[src/rtl/slic_port_pkg.sv]
package slic_port_pkg;

    localparam int unsigned DEF_NPIN  = 16;
    localparam int unsigned DEF_NCS   = 4;
    localparam int unsigned DEF_FRAME = 256;
    localparam int unsigned DEF_SEL   = 16;

    typedef enum logic {
        PORT_STATIC = 1'b0,
        PORT_MUXED  = 1'b1
    } port_mode_e;

endpackage

[src/rtl/slic_pin_sync.sv]
module slic_pin_sync #(
    parameter int unsigned W = 16
) (
    input  logic         clk,
    input  logic         rst_n,
    input  logic [W-1:0] din,
    output logic [W-1:0] sync_o,
    output logic [W-1:0] prev_o
);

    typedef struct packed {
        logic [W-1:0] s1;
        logic [W-1:0] s2;
        logic [W-1:0] s3;
    } sync_t;

    sync_t sync_d, sync_q;

    always_comb begin
        sync_d    = sync_q;
        sync_d.s1 = din;
        sync_d.s2 = sync_q.s1;
        sync_d.s3 = sync_q.s2;
    end

    always_ff @(posedge clk or negedge rst_n) begin
        if (!rst_n) sync_q <= '0;
        else        sync_q <= sync_d;
    end

    assign sync_o = sync_q.s2;
    assign prev_o = sync_q.s3;

endmodule

[src/rtl/slic_frame_timer.sv]
module slic_frame_timer #(
    parameter int unsigned NCS       = 4,
    parameter int unsigned FRAME_LEN = 256,
    parameter int unsigned SEL_LEN   = 16,
    parameter int unsigned SLOT_W    = 2
) (
    input  logic              clk,
    input  logic              rst_n,
    input  logic              run_i,
    output logic              run_o,
    output logic [SLOT_W-1:0] slot_o,
    output logic              win_o,
    output logic              cap_o
);

    localparam int unsigned SLOT_LEN = FRAME_LEN / NCS;
    localparam int unsigned OFF_W    = (SLOT_LEN > 1) ? $clog2(SLOT_LEN) : 1;

    typedef struct packed {
        logic              run;
        logic [SLOT_W-1:0] slot;
        logic [OFF_W-1:0]  off;
    } tmr_t;

    tmr_t tmr_d, tmr_q;

    always_comb begin
        tmr_d = tmr_q;
        if (!run_i) begin
            tmr_d = '0;
        end else if (!tmr_q.run) begin
            tmr_d.run  = 1'b1;
            tmr_d.slot = '0;
            tmr_d.off  = '0;
        end else if (32'(tmr_q.off) == SLOT_LEN - 1) begin
            tmr_d.off  = '0;
            tmr_d.slot = (32'(tmr_q.slot) == NCS - 1) ? '0 : tmr_q.slot + 1'b1;
        end else begin
            tmr_d.off = tmr_q.off + 1'b1;
        end
    end

    always_ff @(posedge clk or negedge rst_n) begin
        if (!rst_n) tmr_q <= '0;
        else        tmr_q <= tmr_d;
    end

    assign run_o  = tmr_q.run;
    assign slot_o = tmr_q.slot;
    assign win_o  = tmr_q.run && (32'(tmr_q.off) < SEL_LEN);
    assign cap_o  = tmr_q.run && (32'(tmr_q.off) == SEL_LEN - 1);

endmodule

[src/rtl/slic_irq_ctl.sv]
module slic_irq_ctl (
    input  logic clk,
    input  logic rst_n,
    input  logic set_i,
    input  logic clr_i,
    output logic irq_n_o
);

    typedef struct packed {
        logic pend;
    } irq_t;

    irq_t irq_d, irq_q;

    always_comb begin
        irq_d      = irq_q;
        irq_d.pend = (irq_q.pend && !clr_i) || set_i;
    end

    always_ff @(posedge clk or negedge rst_n) begin
        if (!rst_n) irq_q <= '0;
        else        irq_q <= irq_d;
    end

    assign irq_n_o = ~irq_q.pend;

endmodule

[src/rtl/slic_ctl_port.sv]
module slic_ctl_port
    import slic_port_pkg::*;
#(
    parameter int unsigned NPIN      = DEF_NPIN,
    parameter int unsigned NCS       = DEF_NCS,
    parameter int unsigned FRAME_LEN = DEF_FRAME,
    parameter int unsigned SEL_LEN   = DEF_SEL
) (
    input  logic                         clk,
    input  logic                         rst_n,
    input  logic                         cfg_muxed,
    input  logic [NPIN-1:0]              dir_reg,
    input  logic [NPIN-1:0]              out_reg,
    input  logic [NPIN-1:0]              mask_reg,
    input  logic [(NPIN-NCS)*NCS-1:0]    dyn_wdata,
    input  logic                         io_rd,
    input  logic [NPIN-1:0]              pin_in,
    output logic [NPIN-1:0]              pin_out,
    output logic [NPIN-1:0]              pin_oe,
    output logic [NPIN-1:0]              io_rdata,
    output logic [(NPIN-NCS)*NCS-1:0]    dyn_rdata,
    output logic                         irq_n
);

    localparam int unsigned NDATA  = NPIN - NCS;
    localparam int unsigned SLOT_W = (NCS > 1) ? $clog2(NCS) : 1;

    typedef struct packed {
        logic [NPIN-1:0]             oe;
        logic [NPIN-1:0]             out;
        logic [NCS-1:0][NDATA-1:0]   cap;
    } port_t;

    port_t port_d, port_q;

    port_mode_e                mode;
    logic [NPIN-1:0]           sync_v;
    logic [NPIN-1:0]           prev_v;
    logic [NPIN-1:0]           watch;
    logic [NPIN-1:0]           stat_hit;
    logic                      tmr_run;
    logic                      tmr_win;
    logic                      tmr_cap;
    logic [SLOT_W-1:0]         tmr_slot;
    logic                      set_any;
    logic [NCS-1:0][NDATA-1:0] cap_nxt;
    logic [NCS-1:0][NDATA-1:0] chg;
    logic [NCS-1:0]            sel_vec;
    logic [NDATA-1:0]          wslice;

    assign mode  = cfg_muxed ? PORT_MUXED : PORT_STATIC;
    assign watch = ~dir_reg & ~mask_reg;

    slic_pin_sync #(.W(NPIN)) u_sync (
        .clk    (clk),
        .rst_n  (rst_n),
        .din    (pin_in),
        .sync_o (sync_v),
        .prev_o (prev_v)
    );

    slic_frame_timer #(
        .NCS       (NCS),
        .FRAME_LEN (FRAME_LEN),
        .SEL_LEN   (SEL_LEN),
        .SLOT_W    (SLOT_W)
    ) u_tmr (
        .clk    (clk),
        .rst_n  (rst_n),
        .run_i  (mode == PORT_MUXED),
        .run_o  (tmr_run),
        .slot_o (tmr_slot),
        .win_o  (tmr_win),
        .cap_o  (tmr_cap)
    );

    // Per-device capture and change detection
    for (genvar k = 0; k < NCS; k++) begin : g_dev
        logic hit;
        assign hit        = tmr_cap && (tmr_slot == SLOT_W'(k));
        assign cap_nxt[k] = hit ? sync_v[NDATA-1:0] : port_q.cap[k];
        assign chg[k]     = hit ? ((sync_v[NDATA-1:0] ^ port_q.cap[k]) & watch[NDATA-1:0])
                                : {NDATA{1'b0}};
    end

    assign stat_hit = (mode == PORT_STATIC) ? ((sync_v ^ prev_v) & watch) : {NPIN{1'b0}};
    assign set_any  = (|stat_hit) || (|chg);

    always_comb begin
        port_d  = port_q;
        sel_vec = tmr_win ? (NCS'(1) << tmr_slot) : {NCS{1'b0}};
        wslice  = dyn_wdata[tmr_slot*NDATA +: NDATA];
        if (tmr_run) begin
            port_d.oe  = {{NCS{1'b1}}, dir_reg[NDATA-1:0]};
            port_d.out = {~sel_vec, (tmr_win ? wslice : {NDATA{1'b0}})};
        end else begin
            port_d.oe  = dir_reg;
            port_d.out = out_reg;
        end
        port_d.cap = cap_nxt;
    end

    always_ff @(posedge clk or negedge rst_n) begin
        if (!rst_n) port_q <= '0;
        else        port_q <= port_d;
    end

    slic_irq_ctl u_irq (
        .clk     (clk),
        .rst_n   (rst_n),
        .set_i   (set_any),
        .clr_i   (io_rd),
        .irq_n_o (irq_n)
    );

    assign pin_oe    = port_q.oe;
    assign pin_out   = port_q.out;
    assign io_rdata  = sync_v;
    assign dyn_rdata = port_q.cap;

endmodule

[config.mk]
export PLATFORM = sky130hd
export DESIGN_NAME = slic_ctl_port
export DESIGN_NICKNAME = d
export VERILOG_FILES = /design/src/rtl/slic_port_pkg.sv /design/src/rtl/slic_pin_sync.sv /design/src/rtl/slic_frame_timer.sv /design/src/rtl/slic_irq_ctl.sv /design/src/rtl/slic_ctl_port.sv
export SDC_FILE = /design/constraint.sdc
export NUM_CORES = 1
export LEC_CHECK = 0
export BUFFER_PORTS_ARGS = -buffer_cell sky130_fd_sc_hd__clkbuf_2
export CORE_MARGIN = 1.5
export CORE_UTILIZATION = 50
export DETAILED_ROUTE_END_ITERATION = 7
export PLACE_DENSITY = 0.76
export SLEW_MARGIN = 20
export SYNTH_ARGS = -nofsm -noshare
export SYNTH_HDL_FRONTEND = slang
export SYNTH_SLANG_ARGS = --single-unit
export TNS_END_PERCENT = 50
[constraint.sdc]
create_clock -name clk -period 2.3 [get_ports clk]
set_clock_uncertainty 0.05 [all_clocks]
set_input_delay 0.345 -clock clk [delete_from_list [all_inputs] [get_ports clk]]
set_output_delay 0.345 -clock clk [all_outputs]
set_load 0.005 [all_outputs]
==> results of run 1 <==
-- stage by stage --
stage	utilization [%]	instances
floorplan	-	467
global placement	60.6	801
detailed placement	60.6	801
CTS	67.5	851
global route	67.6	851
finish	67.6	851
-- registers in the layout (all words and copies together), names as in the netlist --
signal	count
u_tmr.slot_o	2
u_sync.sync_o	16
u_irq.irq_q	1
pin_out	16
u_sync.sync_d	16
u_sync.prev_o	16
u_tmr.tmr_q	6
dyn_rdata	48
u_tmr.run_o	1
pin_oe	16
-- critical path: cells and delay by family, from the launching register on --
kind / cells / cell delay, ns
AOI/OAI and AO/OA: 2 / 0.31
and+or+nand+nor: 3 / 0.80
DFF: 1 / 0.64
xor gates and xnor gates: 1 / 0.19
-- logic make-up (layout without fill, tap and decap cells) --
group,count (synthesis),in the layout,synth area share (%)
AO/OA/AOI/OAI,26,26,2.61
XOR/XNOR,68,68,9.69
adder cells (fa/ha/maj),5,5,1.02
buffers and inverters,53,290,4.99
flip-flops,138,138,56.2
multiplexers,62,62,15.9
AND/OR/NAND/NOR,115,115,9.59
-- power by group through the flow --
stage	registers (mW)	logic (mW)	clock network, mW
CTS	2.58	0.471	3.01
floorplan	2.59	0.215	0
global route	2.58	0.515	3.13
global placement	2.61	0.434	0
finish	2.57	0.468	2.98
detailed placement	2.62	0.442	0
-- worst paths after layout --
path / start / end / slack [ns]
min in group asynchronous: rst_n / u_sync.sync_d[24] / 0.34
max in group asynchronous: rst_n / u_sync.sync_o[13] / 1.16
worst max-delay path: u_sync.sync_o[5] / u_irq.irq_q / 0.16
worst min-delay path: cfg_muxed / u_tmr.run_o / 0.05
worst min register to register: u_sync.sync_d[16] / u_sync.sync_o[0] / 0.29
worst max register to register: u_sync.sync_o[5] / u_irq.irq_q / 0.16
-- layout make-up --
class,instances,area share [%]
clock buffers,20,5.62
inverters,15,0.693
multi-input cells,276,29.4
well taps,147,2.27
repair buffers,243,17.0
clock inverters,12,2.40
flip-flops and latches,138,42.5
-- repair_timing --
| action | 4_1_cts | 5_1_grt |
|---|---|---|
| hold buffers | 18 | 0 |
| setup endpoints to repair | 0 | 1 |
| endpoints found under the hold margin | 48 | 0 |
| setup buffers | 0 | 0 |
| resized for setup | 0 | 1 |
-- placed cells by master (no fill, tap or decap), drive strengths merged, types with 2 or more instances in the layout --
cell type and instances:
xnor2 66, bufinv 5, nor3 58, and3 2
mux2i 2, xor2 2, nor4 13, clkinv 6
o32ai 5, a31oi 3, o21ai 12, buf 14
dfrtp 138, dlygate4sd3 18, mux4 12, clkbuf 231
nand2 19, nor2 13, inv 15, nand3 2
or2 6, ha 5, mux2 48, a21oi 4
-- layer usage --
metal | vias up | global-route usage (%) | wire length, um
li1 | 2049 | - | -
met2 | 155 | 39.0 | 7730
met4 | 0 | 10.6 | 410
met5 | - | 0 | 0
met3 | 24 | 5.05 | 767
met1 | 2194 | 31.4 | 6270
==> results.tsv, run 1 <==
metric	value	unit
initial antenna violation count	0	
H-tree levels	4	
GRT Util Overall	24.0	%
Clk Latency, worst-skew pair	0.41	ns
Filler cells	894	
Power, Total	6.02	mW
drt first pass iters	4	
critical path required time	2.52	ns
DIE AREA	13000	um^2
Hold Path Class	in -> reg	
post-route minimum period	2.14	ns
Critical Path End Type	flip-flop	
mapped cell area	6140	um^2
Post-DP HPWL	11.1	mm
most common cell in the netlist	dfrtp_1	
GPL Wtd Cong	0.866	
combinational share of power	7.8	%
syn nets	588	
top post-synthesis cells by count	dfrtp_1, xnor2_1, nor3_1	
final worst-path cycle share	93.0	%
antenna-violating nets left	0	
hold path depth	1	
Slowest cell on crit path	dfrtp_1	
FF+latch area	3450	um^2
Max IR drop VDD	429	uV
first-pass GRT wire length	23.3	mm
number of remaining DRC errors	0	
fmax	0.467	GHz
Post-synth EDFFs	0	
Worst Tran Pin Value	0.524	ns
Crit Path Category	reg -> reg	
Die H	114	um
area growth from synthesis to layout	32.1	%
largest net degree at the start of global routing	79	
max-cap violation count	0	
Psw	1.30	mW
Hold Slack	0.0501	ns
Pint	4.72	mW
slowest stage delay, CP	0.64	ns
Setup violations, final	0	
outcome	finished, final reports clean	
post-route design area	8120	um^2
vias in the first global route	4412	
final hold vios	0	
row count	40	
Iter 0 DRT Violations	196	
Setup TNS	0	ns
Worst path most repeated cell	nor4_1	
num ports	213	
Initial Util	51.2	%
CTS tree	done	
most used flip-flop cell after synthesis	dfrtp_1	
pre-CTS setup slack	0.268	ns
worst-path fanout max	11	
Core ar.	12000	um^2
Synth Warn #	0	
cell count after synthesis	467	
FF+latch count, synth	138	
crit start category	flip-flop	
Max-slew headroom	64.7	%
vias per inst	5.20	
switch share	21.5	%
top cell type's share of synthesized area	56.2	%
RSZ-0062 raised after global routing	no	
Async S/R FF share, synth	100	%
WL/cell	17.8	um
Via Count	4422	
clock share of power	49.5	%
cts bufs inserted	17	
sequential group share of total power	42.8	%
Die Width	114	um
sequential element share of the synthesized area	56.2	%
CTS sink cnt	138	
Post-DP Area	7280	um^2
clk slew on worst S/H paths	0.06	ns
Slew Limit Fails	0	
Multi-input gate area	2390	um^2
largest cells by area after synthesis	dfrtp_1, mux2_4, xnor2_1, nor3_1, mux4_2	
I/O Buffers	212	
post-route worst setup slack	0.160	ns
worst path cell trace	xnor2_1 > nor3_1 > nor4_1 > a31oi_1 > nor4_1 > o221ai_1	
Leak Pwr	4.02	nW
clk root buf	clkbuf_16	
nets	812	
Worst EP arrival	2.36	ns
syn_area_per_cell	13.2	um^2
Reg2Reg Depth	6	
ANT cells	0	
Synth area leader	dfrtp_1	
global route overflow	0	
share of cells above drive strength 1	46.6	%
WL final	15.2	mm
Max Root-Sink Buffers	2	
Netlist cell types	30	
pwr/cell area	741	nW/um^2
(Power assumes the default switching activity.)
==> inputs of run 2 (changes only) <==
Settings changed: CTS_BUF_LIST set to sky130_fd_sc_hd__clkbuf_16.
==> run 2 against run 1 <==
  * Clock power decreased by 3%
  * Hold slack about the same
  * Via count decreased by 0.18%
  * Fmax decreased by 1.2%
  * Cell count unchanged
  * Combinational power about the same
  * Critical path depth unchanged
  * Core utilization decreased by 0.17 points
  * Die area unchanged
  * Worst setup slack got worse by 0.025 ns
  * Sequential share of layout area increased by 0.11 points
==> results.tsv, run 2 (synthesized netlist as in run 1, its figures left out) <==
metric	value	unit	change
Setup violations, final	0		unchanged
share of cells above drive strength 1	46.3	%	-0.28 points
critical path required time	2.52	ns	about the same
vias per inst	5.19		-0.18%
first-pass GRT wire length	23.3	mm	about the same
final hold vios	0		unchanged
cts bufs inserted	17		unchanged
number of remaining DRC errors	0		unchanged
Post-DP Area	7280	um^2	unchanged
WL/cell	17.8	um	-0.21%
DIE AREA	13000	um^2	unchanged
Worst Tran Pin Value	0.526	ns	+0.00163 ns
GPL Wtd Cong	0.866		unchanged
Max Root-Sink Buffers	2		unchanged
row count	40		unchanged
commonest cells after routing, fill and taps aside	clkbuf_2, dfrtp_1, xnor2_1		
Max IR drop VDD	430	uV	+0.40%
Die H	114	um	unchanged
placed instance count	801		unchanged
worst path cell trace	xnor2_1 > nor3_1 > nor4_1 > a31oi_1 > nor4_1 > o221ai_1		
Via Count	4414		-0.18%
FF+latch area	3450	um^2	unchanged
Iter 0 DRT Violations	176		-10%
fmax	0.462	GHz	-1.2%
max-cap violation count	0		unchanged
number of flip-flops in the largest register	48		unchanged
Initial Util	51.2	%	unchanged
post-layout util	67.4	%	-0.17 points
Critical Path End Type	flip-flop		
crit start category	flip-flop		
commonest non-fill, non-tap cell in the layout	clkbuf_2		
largest net degree at the start of global routing	79		unchanged
Hold Path Class	in -> reg		
Worst path most repeated cell	nor4_1		
ANT cells	0		unchanged
Slew Limit Fails	0		unchanged
Setup TNS	0	ns	unchanged
slowest stage delay, CP	0.64	ns	about the same
initial antenna violation count	0		unchanged
Post-CTS Setup Bufs	0		unchanged
area growth from synthesis to layout	31.8	%	
Slowest cell on crit path	dfrtp_1		
Filler cells	896		+0.22%
Multi-input gate area	2390	um^2	unchanged
RSZ-0062 raised after global routing	no		
post-route minimum period	2.16	ns	+0.0250 ns
Crit Path Category	reg -> reg		
clk slew on worst S/H paths	0.06	ns	about the same
outcome	finished, final reports clean		
non-filler instance count after layout	851		unchanged
CTS tree	done		
antenna-violating nets left	0		unchanged
Leak Pwr	4.02	nW	-0.18%
Power, Total	5.95	mW	-1.2%
post-route design area	8100	um^2	-0.25%
nets	812		unchanged
num ports	213		unchanged
pre-CTS setup slack	0.268	ns	unchanged
Clk Latency, worst-skew pair	0.41	ns	about the same
Hold Slack	0.0504	ns	+0.000332 ns
Core ar.	12000	um^2	unchanged
Die Width	114	um	unchanged
Worst EP arrival	2.39	ns	+0.03 ns
Max-slew headroom	64.6	%	-0.11 points
clk root buf	clkbuf_16		
H-tree levels	4		unchanged
Post-DP HPWL	11.1	mm	unchanged
I/O Buffers	212		unchanged
worst-path fanout max	11		unchanged
vias in the first global route	4413		+0.023%
pwr/cell area	734	nW/um^2	-0.99%
GRT Util Overall	24.0	%	about the same
WL final	15.1	mm	-0.21%
drt first pass iters	6		+2
post-route worst setup slack	0.135	ns	-0.0250 ns
final worst-path cycle share	94.1	%	+1.1 points
global route overflow	0		unchanged
CTS sink cnt	138		unchanged
-- run 2: cell types whose count changed in the layout (fill, tap and decap cells not counted), sizes merged --
cell / previous run / this run
clkbuf: 231 / 228
clkinv: 6 / 8
inv: 15 / 16
-- run 2: critical path: cells and delay by family, from the launching register on --
kind	cells	cell delay (ns)
and+or+nand+nor	3	0.83
DFF	1	0.64
xor gates and xnor gates	1	0.19
AOI/OAI and AO/OA	2	0.31
-- run 2: what timing repair did --
action,in CTS,in global routing
endpoints found under the setup margin,0,1
gates resized for setup,0,1
hold buffers,18,0
hold endpoints to repair,48,0
-- run 2: path summary, 6_finish.rpt --
kind	from	to	slack, ns	cells past startpoint
worst max-delay path	u_sync.sync_o[5]	u_irq.irq_q	0.14	6
worst min-delay path	cfg_muxed	u_tmr.run_o	0.05	1
worst max register to register	u_sync.sync_o[5]	u_irq.irq_q	0.14	6
worst min register to register	u_sync.sync_d[16]	u_sync.sync_o[0]	0.29	0
max in group asynchronous	rst_n	u_sync.sync_o[13]	1.16	3
min in group asynchronous	rst_n	u_sync.sync_d[24]	0.34	2
-- run 2: layout make-up --
type / count / area share [%]
clock buffer: 17 / 5.25
clock inverter: 15 / 2.55
inverter: 15 / 0.695
multi-input combinational: 276 / 29.5
sequential: 138 / 42.6
tap: 147 / 2.27
timing repair buffer: 243 / 17.1
-- run 2: routing by layer --
layer	share of wire [%]	routed length, um	track usage, %
met1	41	6280	31.4
met5	0	0	0
met3	5.0	750	5.05
met2	51	7700	39.0
met4	2.7	412	10.6
-- run 2: report_power, final --
| part | internal (mW) | switching, mW | total, mW |
|---|---|---|---|
| combinational | 0.237 | 0.231 | 0.468 |
| sequential | 2.51 | 0.0644 | 2.57 |
| clock | 1.90 | 0.998 | 2.90 |
| total | 4.65 | 1.29 | 5.95 |
==> inputs of run 3 (changes only) <==
Settings changed: CELL_PAD_IN_SITES_DETAIL_PLACEMENT set to 1, CELL_PAD_IN_SITES_GLOBAL_PLACEMENT set to 1, CORE_UTILIZATION 50 to 39.
==> run 3 against run 2 <==
  * Global-route usage down 1.9 points
  * Fmax is 1.1% higher
  * Sequential share of layout area shrank 0.19 points
  * Critical path depth is 2 higher
  * First-iteration DRC count is 34% higher
  * Wire length grew 17%
  * Highest routed layer unchanged
  * Worst setup slack better by 0.024 ns
  * Clock power down 6%
  * Final area is 0.45% higher
  * Non-clock buffer count increased by 2
  * Critical endpoint unchanged
==> results.tsv, run 3 (synthesized netlist as in run 1, its figures left out) <==
metric	value	unit	change
Leak Pwr	4.00	nW	-0.44%
GPL Wtd Cong	0.832		-3.9%
Slew Limit Fails	0		unchanged
number of remaining DRC errors	0		unchanged
drt first pass iters	4		-2
antenna-violating nets left	0		unchanged
crit start category	input port		
row count	45		+13%
Via Count	4504		+2.0%
CTS tree	done		
critical path required time	2.52	ns	about the same
share of cells above drive strength 1	46.0	%	-0.28 points
nets	814		+0.25%
CP top delay family	simple AND/OR/NAND/NOR gates		
GRT Util Overall	22.1	%	-1.9 points
num ports	213		unchanged
slowest stage delay, CP	0.52	ns	-0.12 ns
Worst EP arrival	2.36	ns	-0.03 ns
met2 WL	9.09	mm	+18%
DIE AREA	16500	um^2	+27%
Max IR drop VDD	477	uV	+11%
final hold vios	0		unchanged
outcome	finished, final reports clean		
Post-DP HPWL	13.2	mm	+18%
WL/cell	19.3	um	+8.6%
ANT cells	0		unchanged
Worst Tran Pin Value	0.594	ns	+0.0684 ns
Die Width	129	um	+13%
largest net degree at the start of global routing	65		-18%
cts bufs inserted	17		unchanged
H-tree levels	4		unchanged
Initial Util	40.1	%	-11 points
Buf/Inv on CP	2		+2
final worst-path cycle share	93.1	%	-1.0 points
commonest cells after routing, fill and taps aside	clkbuf_2, dfrtp_1, xnor2_1		
Hold Path Class	in -> reg		
Max-slew headroom	60.4	%	-4.2 points
Setup TNS	0	ns	unchanged
Max Root-Sink Buffers	2		unchanged
global route overflow	0		unchanged
initial antenna violation count	0		unchanged
Post-DP Area	7360	um^2	+1.1%
RSZ-0062 raised after global routing	no		
clk root buf	clkbuf_16		
Slowest cell on crit path	dlygate4sd3_1		
vias in the first global route	4829		+9.4%
CTS sink cnt	138		unchanged
Iter 0 DRT Violations	236		+34%
Setup violations, final	0		unchanged
area growth from synthesis to layout	32.4	%	
Die H	129	um	+13%
pwr/cell area	713	nW/um^2	-2.9%
worst-path fanout max	5		-6
Filler cells	1684		+88%
Core ar.	15300	um^2	+28%
WL final	17.7	mm	+17%
commonest non-fill, non-tap cell in the layout	clkbuf_2		
Top Layer Used	met4		
I/O Buffers	212		unchanged
Power, Total	5.80	mW	-2.5%
Routed met3 length	990	um	+32%
first-pass GRT wire length	27.2	mm	+17%
routed length on met1	7.34	mm	+17%
max-cap violation count	0		unchanged
fmax	0.467	GHz	+1.1%
clk slew on worst S/H paths	0.06	ns	about the same
vias per inst	4.92		-5.1%
number of flip-flops in the largest register	48		unchanged
Clk Latency, worst-skew pair	0.42	ns	about the same
worst path cell trace	dlygate4sd3_1 > clkbuf_2 > or2_1 > o32ai_1 > nor3_1 > a31oi_1 > nor4_1 > o221ai_1		
Crit Path Category	in -> reg		
Critical Path End Type	flip-flop		
post-route design area	8140	um^2	+0.45%
post-route minimum period	2.14	ns	-0.0240 ns
-- run 3: cell types whose count changed in the layout (fill, tap and decap cells not counted), sizes merged --
cell	previous run	this run
clkinv	8	6
inv	16	17
bufinv	5	4
buf	14	16
-- run 3: metal layers --
metal | track usage, % | vias to the layer above
li1 | - | 2046
met1 | 27.5 | 2298
met2 | 38.0 | 138
met3 | 5.82 | 22
met4 | 6.54 | 0
met5 | 0 | -
-- run 3: path summary, 6_finish.rpt --
check	from	to	slack (ns)	cells past startpoint
max in group asynchronous	rst_n	pin_oe[12]	1.06	3
setup / recovery	dir_reg[10]	u_irq.irq_q	0.16	8
min in group asynchronous	rst_n	dyn_rdata[16]	0.44	2
hold / removal	cfg_muxed	u_tmr.run_o	0.05	1
setup reg to reg	u_sync.sync_o[10]	u_irq.irq_q	0.17	6
hold reg to reg	u_sync.sync_d[31]	u_sync.sync_o[15]	0.30	0
-- run 3: final cells by class --
class	count	area, um^2	area share, %
Tap cell	211	264	3.25
Clock inverter	13	161	1.98
Sequential cell	138	3450	42.4
Clock buffer	17	425	5.23
Inverter	15	56.3	0.692
Timing Repair Buffer	245	1390	17.0
Multi-Input combinational cell	276	2390	29.4
-- run 3: what timing repair did --
item,4_1_cts,5_1_grt
hold buffers,18,0
endpoints found under the hold margin,78,0
buffers inserted,0,0
resized for setup,0,1
endpoints found under the setup margin,0,1
-- run 3: power breakdown --
group	total, mW	internal (mW)	switching (mW)
sequential	2.58	2.51	0.0703
combinational	0.477	0.239	0.238
clock	2.74	1.77	0.968
total	5.80	4.52	1.28
-- run 3: through the flow --
step | utilization, % | worst slack, ns | hold slack, ns | std cells
after floorplan | - | 0.435 | -0.000591 | 467
after global placement | 48.1 | 0.268 | 0.282 | 867
after detailed placement | 48.1 | 0.197 | 0.286 | 867
after CTS | 53.1 | 0.134 | 0.0424 | 915
after global routing | 53.1 | 0.0187 | 0.0440 | 915
final | 53.1 | 0.159 | 0.0516 | 915
